[src/rtl/xgmii_loop_switch.sv]
module xgmii_loop_switch #(
  parameter int LANES = 8,
  localparam int DW = LANES * 8
) (
  input  logic             clk,
  input  logic             rst_n,
  input  logic             loop_en_i,
  input  logic [DW-1:0]    mac_txd_i,
  input  logic [LANES-1:0] mac_txc_i,
  output logic [DW-1:0]    mac_rxd_o,
  output logic [LANES-1:0] mac_rxc_o,
  output logic [DW-1:0]    pcs_txd_o,
  output logic [LANES-1:0] pcs_txc_o,
  input  logic [DW-1:0]    pcs_rxd_i,
  input  logic [LANES-1:0] pcs_rxc_i
);
  localparam logic [7:0] IDLE_B = 8'h07;
  localparam logic [7:0] SOF_B  = 8'hFB;
  localparam logic [7:0] EOF_B  = 8'hFD;
  localparam logic [DW-1:0]    IDLE_D = {LANES{IDLE_B}};
  localparam logic [LANES-1:0] IDLE_C = '1;

  logic en_q, mode_q, tx_open_q, rx_open_q;
  logic [LANES-1:0] tx_idle_l, tx_eof_l, rx_idle_l, rx_eof_l;

  for (genvar i = 0; i < LANES; i++) begin : g_lane
    assign tx_idle_l[i] = mac_txc_i[i] && mac_txd_i[8*i +: 8] == IDLE_B;
    assign tx_eof_l[i]  = mac_txc_i[i] && mac_txd_i[8*i +: 8] == EOF_B;
    assign rx_idle_l[i] = pcs_rxc_i[i] && pcs_rxd_i[8*i +: 8] == IDLE_B;
    assign rx_eof_l[i]  = pcs_rxc_i[i] && pcs_rxd_i[8*i +: 8] == EOF_B;
  end

  wire tx_sof  = mac_txc_i[0] && mac_txd_i[7:0] == SOF_B;
  wire rx_sof  = pcs_rxc_i[0] && pcs_rxd_i[7:0] == SOF_B;
  wire tx_eof  = |tx_eof_l;
  wire rx_eof  = |rx_eof_l;
  wire tx_open = tx_sof ? !tx_eof : (tx_open_q && !tx_eof);
  wire rx_open = rx_sof ? !rx_eof : (rx_open_q && !rx_eof);

  wire quiet  = &tx_idle_l && &rx_idle_l && !tx_open_q && !rx_open_q;
  wire mode_n = (en_q != mode_q && quiet) ? en_q : mode_q;

  always_ff @(posedge clk or negedge rst_n) begin
    if (!rst_n) begin
      en_q      <= 1'b0;
      mode_q    <= 1'b0;
      tx_open_q <= 1'b0;
      rx_open_q <= 1'b0;
      pcs_txd_o <= IDLE_D;
      pcs_txc_o <= IDLE_C;
      mac_rxd_o <= IDLE_D;
      mac_rxc_o <= IDLE_C;
    end else begin
      en_q      <= loop_en_i;
      mode_q    <= mode_n;
      tx_open_q <= tx_open;
      rx_open_q <= rx_open;
      pcs_txd_o <= mode_n ? IDLE_D : mac_txd_i;
      pcs_txc_o <= mode_n ? IDLE_C : mac_txc_i;
      mac_rxd_o <= mode_n ? mac_txd_i : pcs_rxd_i;
      mac_rxc_o <= mode_n ? mac_txc_i : pcs_rxc_i;
    end
  end
endmodule


[config.mk]
export PLATFORM = sky130hd
export DESIGN_NAME = xgmii_loop_switch
export DESIGN_NICKNAME = d
export VERILOG_FILES = /design/src/rtl/xgmii_loop_switch.sv
export SDC_FILE = /design/constraint.sdc
export NUM_CORES = 1
export LEC_CHECK = 0
export ABC_AREA = 1
export BUFFER_PORTS_ARGS = -buffer_cell sky130_fd_sc_hd__buf_4
export CAP_MARGIN = 20
export CORE_MARGIN = 2
export CORE_UTILIZATION = 40
export DETAILED_ROUTE_END_ITERATION = 12
export PLACE_DENSITY = 0.8
export REMOVE_ABC_BUFFERS = 1
export SLEW_MARGIN = 20
export SYNTH_ARGS = -nofsm -noshare
export SYNTH_HDL_FRONTEND = slang
export SYNTH_SLANG_ARGS = --single-unit
[constraint.sdc]
create_clock -name clk -period 3.83 [get_ports clk]
set_input_delay 0.383 -clock clk [delete_from_list [all_inputs] [get_ports clk]]
set_output_delay 0.383 -clock clk [all_outputs]
set_load 0.02 [all_outputs]
-- After elaboration in Yosys (flattened, before gate mapping)
Index checks and enable logic that the tools add are counted.
- register bits: 148
- bits of input ports: 147
- logic and storage cells: 98
- equality and inequality tests: 35
- muxes and demuxes: 7
- reduce and logical (&&, ||, !) cells: 48
- operators by type and width (kind ; number):
    == test 8 bit, second input constant ; 18
    == test 8 x 3 -> 1 bit, second input constant ; 16
    2-to-1 mux 64 bit ; 2
    logical AND 1 bit ; 40
    2-to-1 mux 8 bit ; 2
    AND reduction 8 bit ; 2
    OR reduction 8 bit ; 2
    logical NOT 1 bit ; 4
    2-to-1 mux 1 bit ; 3
    != test 1 bit ; 1

-- Logic depth before layout (Yosys ltp)
Gate-level depths: netlist of run 1.
- depth after elaboration: 9
- mapped depth: 14

-- Worst setup path after synthesis of run 1
No wires, ideal clock.
- kind: input-to-reg
- start point: input port pcs_rxd_i[22]
- end point: register mac_rxd_o[30]
- arrival time: 1622 ps
- required time: 3713 ps
- path slack: 2091 ps
- stages: 11
- path buffers: 2
- path through: or2_0 nor3_1 nand3_1 nor2_1 nand3_1 nand2_2 nand2_2 buf_6 buf_6 nand2_1 nand2_1
- longest elaborated chain between the ends: 9
- RTL lines (what ; line ; source):
    start: declaration ; 14 ; input logic [DW-1:0] pcs_rxd_i,
    == test 8 x 3 -> 1 bit ; 29 ; assign rx_idle_l[i] = pcs_rxc_i[i] && pcs_rxd_i[8*i +: 8] == IDLE_B;
    logical AND 1 bit ; 29 ;
    AND reduction 8 bit ; 40 ; wire quiet = &tx_idle_l && &rx_idle_l && !tx_open_q && !rx_open_q;
    logical AND 1 bit (3 in a row) ; 40 ;
    logical AND 1 bit ; 41 ; wire mode_n = (en_q != mode_q && quiet) ? en_q : mode_q;
    2-to-1 mux 1 bit ; 41 ;
    2-to-1 mux 64 bit ; 60 ; mac_rxd_o <= mode_n ? mac_txd_i : pcs_rxd_i;
    end signal: assignment ; 60 ;
    end: declaration ; 10 ; output logic [DW-1:0] mac_rxd_o,
Every way passes these cells.

-- Final worst setup path of run 1
- start point: register tx_open_q
- end point: register mac_rxd_o[27]
- longest elaborated chain between the ends: 6
- RTL lines (what ; line ; source):
    start: declaration ; 23 ; logic en_q, mode_q, tx_open_q, rx_open_q;
    start signal: assignment ; 56 ; tx_open_q <= tx_open;
    logical NOT 1 bit ; 40 ;
    logical AND 1 bit (2 in a row) ; 40 ;
    logical AND 1 bit ; 41 ;
    2-to-1 mux 1 bit ; 41 ;
    2-to-1 mux 64 bit ; 60 ;
Every way passes these cells.

==> results of run 1 <==
-- layer usage --
layer | global-route usage, % | share of wire (%)
met5 | 0 | 0
met4 | 9.68 | 2.8
met3 | 6.25 | 7.6
met2 | 43.2 | 50
met1 | 32.5 | 39
-- cell type report --
| class | count | share of cell area (%) |
|---|---|---|
| Clock inverter | 11 | 1.34 |
| Sequential cell | 148 | 39.7 |
| Multi-Input combinational cell | 527 | 23.5 |
| Timing Repair Buffer | 296 | 23.4 |
| Inverter | 113 | 4.45 |
| Tap cell | 216 | 2.84 |
| Clock buffer | 21 | 4.73 |
-- sequential cells by signal (all words and copies together), names as in the netlist --
register and cells:
tx_open_q 1, mode_q 1, rx_open_q 1, en_q 1, mac_rxc_o 8, mac_rxd_o 64
pcs_txc_o 8, pcs_txd_o 64
-- layout by cell type, fill, tap and decap left out --
cell and n:
buf_4 295, nand2_1 265, nor2_1 117, inv_1 112, nand3_1 84, dfrtp_1 84
dfstp_2 64, nand4_1 25, clkbuf_16 17, nor3_1 15, nor4_1 10, nand3b_1 4
clkinvlp_4 3, clkbuf_1 3, clkinv_4 2, bufinv_16 2, clkinv_2 2, inv_6 2
or2_0 1, nor3_2 1, nand2_2 1, nand3_4 1, nand2_4 1, inv_2 1
nor3b_1 1, o21ai_0 1, clkbuf_8 1, buf_6 1
-- logic make-up after synthesis --
logic type | share of synthesized area (%)
AO/OA/AOI/OAI | 0.0758
buffers and inverters | 8.87
flip-flops | 57.3
AND/OR/NAND/NOR | 33.7
-- stage by stage --
stage	total power [mW]	hold WS [ps]	setup WS [ps]	util, %	cell area (um2)
after global placement	2.10	500	961	55.9	8950
after detailed placement	2.11	503	910	55.9	8950
final	3.71	41.1	1390	59.5	9520
after CTS	3.75	65.0	1350	59.5	9520
after floorplan	1.82	87.4	51.2	-	6440
after global routing	3.86	65.0	1110	59.5	9520
-- how the worst max path moves through the flow --
stage | from | to | slack [ps]
3_3_place_gp | pcs_rxd_i[22] | pcs_txd_o[31]$_DFF_PN0_ | 960
6_report | tx_open_q$_DFF_PN0_ | mac_rxd_o[27]$_DFF_PN0_ | 1390
5_1_grt | pcs_rxd_i[22] | pcs_txd_o[20]$_DFF_PN0_ | 1110
3_5_place_dp | pcs_rxd_i[22] | pcs_txd_o[37]$_DFF_PN0_ | 910
4_1_cts | pcs_rxd_i[22] | pcs_txd_o[37]$_DFF_PN0_ | 1350
2_1_floorplan | pcs_rxd_i[22] | mode_q$_DFF_PN0_ | 50
-- power by group through the flow --
stage | logic [mW] | clock network (mW) | registers [mW]
after CTS | 0.450 | 1.66 | 1.64
final | 0.448 | 1.63 | 1.64
after floorplan | 0.106 | 0 | 1.71
after detailed placement | 0.448 | 0 | 1.66
after global routing | 0.494 | 1.72 | 1.64
after global placement | 0.441 | 0 | 1.66
==> results.toml, run 1 <==
[run_status]
status = "completed"

[floorplanning]
die_x_um = 132
die_area_um2 = 17500
io_pins = 291
core_area_um2 = 16000
die_h_um = 132
row_count = 46
start_util_pct = 41.2

[pwr]
p_leak_nw = 5.06
irDropWorstVdd_mv = 0.268
combinationalPowerShare_pct = 12.1
switching_power_mw = 0.912
powerDensity_nw_per_um2 = 390
intPower_mw = 2.80
p_clk_share_pct = 43.9
p_seq_share_pct = 44.1
swShare_pct = 24.6

[placed_design]
dp_cells = 1300
io_buffers = 290
hpwlAfterDp_um = 16800
finalWeightedCongestion = 0.864

[synth]
async_flop_share_pct = 100
ys_warn_count = 0
syn_area_per_cell_um2 = 8.08
synth.most_common_cell = "nand2_1"
ys_ff_latch = 148
synth_area_leaders = "dfrtp_1 32%, dfstp_2 25%, nand2_1 15%"
ys_seq_area_share_pct = 57.3
yosysUniqueCellTypes = 22
synthCells = 817
synthDominantCellAreaShare_pct = 31.9
synth_largest_area_cell = "dfrtp_1"
synth_flop_cell = "dfrtp_1"
synth_edf_count = 0
synth_area_um2 = 6600
synth_common_cells = "265 x nand2_1, 117 x nor2_1, 112 x inv_1, 84 x dfrtp_1, 84 x nand3_1"

[timing]
finalSetupViolCount = 0
worst_slew_pin_slew_ps = 851
drv_slew = 0
finalHoldViolCount = 0
post-route-min-period_ps = 2440
timing.slew.headroom_pct = 43.3
fin_setup_tns_ps = 0
fin_crit_sh_pct = 63.6
fmax_mhz = 411
rsz0062_at_grt = "no"
fin_skew_ps = 10.0

[cts]
cts.path.max_buffers = 2
clock_sinks = 148
post_cts_resized = 0
cts.clk_slew.worst_paths_ps = 60
htree_levels = 4
root_buffer = "clkbuf_16"
cts_setup_buffers = 0
cts-buffers-inserted = 17
insertion_delay_ps = 420
ctsHoldBuffers = 0
tritoncts = "built"

[global_routing]
grt_use_total_pct = 25.8
antenna_found_initial = 0
grt_pass1_vias = 6449
grt_max_degree = 91
grt_overflow_total = 0
grt_pass1_wl_um = 35100

[finish]
multi_input_area_um2 = 2240
drive_gt1_share_pct = 35.3
final.fill_count = 1425
area_delta_synth_final_pct = 44.3
nNetsFinal = 1250
stdcell_count = 1332
seqCellArea_um2 = 3780
n_antenna_cell = 0

[worst_setup_path]
critPathLaunchType = "flip-flop"
path_common_cell = "nand2_1"
r2r_start = "tx_open_q$_DFF_PN0_"
cp_data_arrival_time_ps = 2790
crit_cells = 12
path_cells = "inv_1 -> nand2_1 -> nor3_2 -> nand2_1 -> nor2_1 -> nand2_1 -> nor2_1 -> nand3_4 -> nand2_4 -> buf_4 -> nand2_1 -> nand2_1"
critPathKind = "flip-flop to flip-flop"
cp_slowest_cell = "buf_4"
crit_family = "simple AND/OR/NAND/NOR gates"
crit_buf_inv = 2
reg2reg_to = "mac_rxd_o[27]$_DFF_PN0_"
rrSetupSlack_ps = 1390
crit_path_end_kind = "flip-flop"
worstPathMaxFanout = 50
r2r_cells = 12
crit_required_ps = 4180
cpPeakStageDelay_ps = 510

[flow_run]
max-cap-violations = 0

[routing]
routed_wl_um = 22200
drt_iter0_drc = 479
drc = 0
vias = 6461
vias_per_cell = 4.85
firstDrtPassIters = 5
wl_per_cell_um = 16.7
drtAntennaViolNets = 0

[min_path]
hold_class = "input port to async pin"
No activity file was read; power rests on OpenSTA's default activity.
==> inputs of run 2 (changes only) <==
--- a/config.mk
+++ b/config.mk
@@ -5,13 +5,13 @@
 export SDC_FILE = /design/constraint.sdc
 export NUM_CORES = 1
 export LEC_CHECK = 0
-export ABC_AREA = 1
+export ABC_AREA = 0
 export BUFFER_PORTS_ARGS = -buffer_cell sky130_fd_sc_hd__buf_4
 export CAP_MARGIN = 20
 export CORE_MARGIN = 2
 export CORE_UTILIZATION = 40
 export DETAILED_ROUTE_END_ITERATION = 12
-export PLACE_DENSITY = 0.8
+export PLACE_DENSITY = 0.83
 export REMOVE_ABC_BUFFERS = 1
 export SLEW_MARGIN = 20
 export SYNTH_ARGS = -nofsm -noshare
==> constraint.sdc (replaced) <==
create_clock -name clk -period 2.16 [get_ports clk]
set_input_delay 0.216 -clock clk [delete_from_list [all_inputs] [get_ports clk]]
set_output_delay 0.216 -clock clk [all_outputs]
set_load 0.02 [all_outputs]
==> run 2 against run 1 <==
Effect of this change: total power up 93%; the run now ends with negative setup slack left; sequential share of layout area down 4.6 points; critical path depth down 5; non-clock buffer count up 117; largest cell class unchanged; worst hold slack worse by 21 ps; cell count down 11%; synthesized cell count down 32%.
==> results.toml, run 2 <==
[routing]
firstDrtPassIters = 6
drtAntennaViolNets = 0
routed_wl_um = 28100
drt_iter0_drc = 635
drc = 0
vias_per_cell = 5.78
wl_per_cell_um = 23.8
vias = 6836

[timing]
fin_crit_sh_pct = 111
post-route-min-period_ps = 2400
fmax_mhz = 416
fin_skew_ps = 8.45
setup_slack_ps = -242
finalHoldViolCount = 0
drv_slew = 0
rsz0062_at_grt = "yes"
hold-worst-slack_ps = 20.5
timing.slew.headroom_pct = 63.2
worst_slew_pin_slew_ps = 552
finalSetupViolCount = 104

[worst_setup_path]
cp_slowest_cell = "or4b_4"
crit_path_end_kind = "flip-flop"
critPathLaunchType = "input port"
path_common_cell = "or4_4"
crit_start = "pcs_rxd_i[11]"
path_cells = "buf_6 -> or4b_4 -> or4_4 -> or4_4 -> or3_4 -> buf_12 -> o211a_1"
worstPathMaxFanout = 15
cpPeakStageDelay_ps = 540
critPathKind = "input port to flip-flop"
crit_buf_inv = 2
crit_family = "simple AND/OR/NAND/NOR gates"
r2r_start = "tx_open_q$_DFF_PN0_"
cp_data_arrival_time_ps = 2710
crit_required_ps = 2460

[global_routing]
antenna_found_initial = 0
grt_pass1_wl_um = 41800
grt_use_total_pct = 32.1
grt_max_degree = 54
grt_overflow_total = 0
grt_pass1_vias = 6973

[finish]
n_antenna_cell = 0
final_area_um2 = 10800
area_delta_synth_final_pct = 66.2
final.fill_count = 1206
multi_input_area_um2 = 2620
reg_top3 = "mac_rxd_o x64, pcs_txd_o x64"
nNetsFinal = 1101
drive_gt1_share_pct = 58.6
post-route-util_pct = 67.9
stdcell_count = 1183
seqCellArea_um2 = 3780
final_cell_mix = "375 x buf_4, 83 x dfrtp_1, 64 x dfstp_2"
layout.cells.most_common = "buf_4"

[placed_design]
placed_cell_area_um2 = 9630
dp_cells = 1125
io_buffers = 290
hpwlAfterDp_um = 20700
finalWeightedCongestion = 0.935

[run_status]
violations = "negative setup slack"
status = "complete, but fails checks"

[cts]
tritoncts = "built"
cts.path.max_buffers = 2
cts-buffers-inserted = 17
clock_sinks = 148
cts.clk_slew.worst_paths_ps = 60
htree_levels = 4
insertion_delay_ps = 420
root_buffer = "clkbuf_16"

[synth]
synth_flop_cell = "dfrtp_1"
ys_seq_area_share_pct = 58.3
synthCells = 559
synth_area_um2 = 6490
synthDominantCellAreaShare_pct = 32.4
ys_ff_latch = 148
synth.most_common_cell = "dfrtp_1"
synth_edf_count = 0
synth_largest_area_cell = "dfrtp_1"
synth_common_cells = "84 x dfrtp_1, 64 x dfstp_2, 63 x nand2_1, 42 x nor4_1, 38 x nand3_1"
yosysUniqueCellTypes = 34
async_flop_share_pct = 100
syn_area_per_cell_um2 = 11.6
ys_warn_count = 0
synth_area_leaders = "dfrtp_1 32%, dfstp_2 26%, mux2_2 5.7%"

[flow_run]
max-cap-violations = 0

[floorplanning]
die_h_um = 131
row_count = 46
die_x_um = 131
die_area_um2 = 17300
io_pins = 291
core_area_um2 = 15900
start_util_pct = 40.8

[pwr]
irDropWorstVdd_mv = 0.558
powerDensity_nw_per_um2 = 664
p_leak_nw = 5.13

[min_path]
hold_start = "mac_txd_i[42]"
hold_class = "input port to flip-flop"
run 2: path summary, 6_finish.rpt:
check | end | slack, ps | depth (start not counted)
worst max register to register | pcs_txd_o[46]$_DFF_PN0_ | -170 | 7
max in group asynchronous | mac_rxd_o[49]$_DFF_PN1_ | 1160 | 3
worst min-delay path | pcs_txd_o[42]$_DFF_PN1_ | 20 | 2
worst min register to register | mac_rxd_o[35]$_DFF_PN0_ | 630 | 1
worst max-delay path | pcs_txd_o[46]$_DFF_PN0_ | -240 | 7
min in group asynchronous | pcs_txd_o[51]$_DFF_PN0_ | 320 | 2
run 2: report_power, final:
part	leakage (nW)	internal (mW)	switching [mW]
clock	0.299	1.81	1.13
combinational	3.18	0.565	0.646
sequential	1.65	2.96	0.0461
total	5.13	5.33	1.83
run 2: timing repair:
action | in CTS | in global routing
endpoints found under the setup margin | 104 | 104
setup buffers | 6 | 6
resized for setup | 30 | 29
pin swaps | 15 | 28
hold buffers | 6 | 0
gates cloned | 5 | 4
hold endpoints to repair | 8 | 0
run 2: through the flow:
stage / TNS, ps / power [mW] / setup WS [ps]
6_report: -18700 / 7.16 / -242
5_1_grt: -20450 / 7.38 / -249
4_1_cts: -14960 / 7.17 / -205
3_5_place_dp: -58740 / 4.22 / -640
3_3_place_gp: -57440 / 4.20 / -611
2_1_floorplan: -103550 / 3.41 / -1450
run 2: area by class of cell:
type	count	area share (%)
Sequential cell	148	35.1
Clock buffer	25	4.89
Tap cell	216	2.51
Inverter	26	0.905
Multi-Input combinational cell	348	24.3
Clock inverter	7	0.627
Timing Repair Buffer	413	31.7
run 2: cells by family (layout without fill, tap and decap cells):
logic type / Yosys count / count (layout) / share of synthesized area [%]
simple gates: 217 / 217 / 19.2
compound gates: 98 / 98 / 12.7
buf+inv: 63 / 471 / 4.03
mux: 33 / 33 / 5.73
flops: 148 / 148 / 58.3
run 2: metal layers:
| metal | up-vias | GRT usage [%] | share of wire [%] |
|---|---|---|---|
| met5 | - | 0 | 0 |
| met4 | 0 | 15.3 | 4.7 |
| met2 | 450 | 53.2 | 49 |
| li1 | 2917 | - | - |
| met1 | 3378 | 39.1 | 37 |
| met3 | 91 | 8.60 | 9.2 |
==> inputs of run 3 (changes only) <==
--- a/config.mk
+++ b/config.mk
@@ -6,7 +6,7 @@
 export NUM_CORES = 1
 export LEC_CHECK = 0
 export ABC_AREA = 0
-export BUFFER_PORTS_ARGS = -buffer_cell sky130_fd_sc_hd__buf_4
+export BUFFER_PORTS_ARGS = -buffer_cell sky130_fd_sc_hd__buf_2
 export CAP_MARGIN = 20
 export CORE_MARGIN = 2
 export CORE_UTILIZATION = 40
==> run 3 against run 2 <==
Effect of this change: the flow still finishes with violations (negative setup slack); worst hold slack gained 0.50 ps; combinational power down 12%; utilization decreased by 5.3 points; maximum frequency is 0.91% higher; sequential power is essentially flat; worst setup slack better by 22 ps; largest cell class unchanged; largest power group unchanged.
==> results.toml, run 3 (synthesis results as in run 2) <==
[run_status]
status = "complete, but fails checks"
violations = "negative setup slack"

[finish]
reg_top3 = "mac_rxd_o x64, pcs_txd_o x64"
drive_gt1_share_pct = 57.9
final_cell_mix = "287 x buf_2, 89 x buf_4, 83 x dfrtp_1"
stdcell_count = 1182
nNetsFinal = 1096
seqCellArea_um2 = 3780
final.fill_count = 1248
area_delta_synth_final_pct = 53.2
layout.cells.most_common = "buf_2"
multi_input_area_um2 = 2570

[timing]
fin_skew_ps = 9.08
fin_crit_sh_pct = 110
post-route-min-period_ps = 2380
rsz0062_at_grt = "yes"
timing.slew.headroom_pct = 61.8
hold-worst-slack_ps = 21.0
fmax_mhz = 420
worst_slew_pin_slew_ps = 564
setup_slack_ps = -220
drv_slew = 0
fin_setup_tns_ps = -12150
finalSetupViolCount = 94
finalHoldViolCount = 0

[floorplanning]
row_count = 46
core_area_um2 = 15900
start_util_pct = 40.8
die_area_um2 = 17300
die_x_um = 131
die_h_um = 131
io_pins = 291

[global_routing]
grt_pass1_vias = 7050
grt_max_degree = 54
grt_use_total_pct = 31.9
antenna_found_initial = 4
grt_overflow_total = 0
grt_pass1_wl_um = 41200

[placed_design]
hpwlAfterDp_um = 20300
finalWeightedCongestion = 0.972
dp_cells = 1130
io_buffers = 290

[cts]
cts.path.max_buffers = 2
root_buffer = "clkbuf_16"
cts.clk_slew.worst_paths_ps = 60
cts-buffers-inserted = 17
tritoncts = "built"
insertion_delay_ps = 430
htree_levels = 4
clock_sinks = 148

[pwr]
p_clk_share_pct = 40.4
design_power_total_mw = 6.82
powerDensity_nw_per_um2 = 686
combinationalPowerShare_pct = 15.6
p_leak_nw = 4.81
p_seq_share_pct = 44.0
intPower_mw = 4.87
switching_power_mw = 1.95
swShare_pct = 28.6
irDropWorstVdd_mv = 0.610

[min_path]
hold_class = "input port to flip-flop"

[routing]
wl_per_cell_um = 23.5
firstDrtPassIters = 5
drt_iter0_drc = 562
vias_per_cell = 5.82
routed_wl_um = 27700
drc = 0
vias = 6885
drtAntennaViolNets = 0

[worst_setup_path]
crit_required_ps = 2470
critPathLaunchType = "input port"
crit_path_end_kind = "flip-flop"
cp_slowest_cell = "or4b_4"
cpPeakStageDelay_ps = 570
crit_family = "simple AND/OR/NAND/NOR gates"
worstPathMaxFanout = 33
critPathKind = "input port to flip-flop"
cp_data_arrival_time_ps = 2690
path_cells = "buf_6 -> or4b_4 -> or4_1 -> or4_4 -> or3_4 -> buf_12 -> o211a_1"
crit_buf_inv = 2

[flow_run]
max-cap-violations = 0
## run 3: stage by stage
step | cell area [um2] | setup WS (ps) | utilization (%)
CTS | 9860 | -183 | 62.1
detailed placement | 8980 | -655 | 56.5
global route | 9930 | -232 | 62.5
floorplan | 6320 | -1450 | -
global placement | 8980 | -631 | 56.5
finish | 9940 | -220 | 62.6
## run 3: worst paths after layout
| path | from | end | slack (ps) | cells after the start |
|---|---|---|---|---|
| setup / recovery | pcs_rxd_i[11] | pcs_txd_o[36]$_DFF_PN0_ | -220 | 7 |
| hold / removal | pcs_rxd_i[32] | mac_rxd_o[32]$_DFF_PN1_ | 20 | 3 |
| setup reg to reg | tx_open_q$_DFF_PN0_ | pcs_txd_o[36]$_DFF_PN0_ | -190 | 7 |
| hold reg to reg | en_q$_DFF_PN0_ | pcs_txc_o[6]$_DFF_PN1_ | 710 | 2 |
| max in group asynchronous | rst_n | mac_rxd_o[2]$_DFF_PN1_ | 1160 | 3 |
| min in group asynchronous | rst_n | pcs_txd_o[51]$_DFF_PN0_ | 330 | 2 |
## run 3: what timing repair did
item                       4_1_cts  5_1_grt
resized for setup               33        6
setup buffers                    6        2
hold endpoints to repair         8        0
setup endpoints to repair      102       84
gates cloned                     4        2
hold buffers                     3        0
pin swaps                       10        6
## run 3: cell type report
cell class,instances,area share (%)
Timing Repair Buffer,408,26.8
Sequential cell,148,38.1
Inverter,26,0.982
Multi-Input combinational cell,348,25.9
Clock buffer,18,4.32
Clock inverter,14,1.18
Tap cell,216,2.72
Antenna cell,4,0.101
## run 3: metal layers
| layer | part of all wire [%] | vias to the layer above | GRT usage (%) |
|---|---|---|---|
| met4 | 5.4 | 0 | 18.3 |
| met1 | 38 | 3372 | 38.6 |
| met2 | 47 | 495 | 51.6 |
| met3 | 9.1 | 113 | 8.41 |
| li1 | - | 2905 | - |
| met5 | 0 | - | 0 |
## run 3: tightest hold or removal path, stage by stage
cell and delay, ps:
buf_2 110, nand2_1 50, nand3_1 60
## run 3: power groups by stage
| stage | clock network (mW) | registers [mW] | logic, mW |
|---|---|---|---|
| 3_5_place_dp | 0 | 3.04 | 1.02 |
| 5_1_grt | 2.92 | 3.01 | 1.12 |
| 6_report | 2.76 | 3.00 | 1.06 |
| 2_1_floorplan | 0 | 3.24 | 0.173 |
| 4_1_cts | 2.80 | 3.00 | 1.04 |
| 3_3_place_gp | 0 | 3.04 | 1.01 |
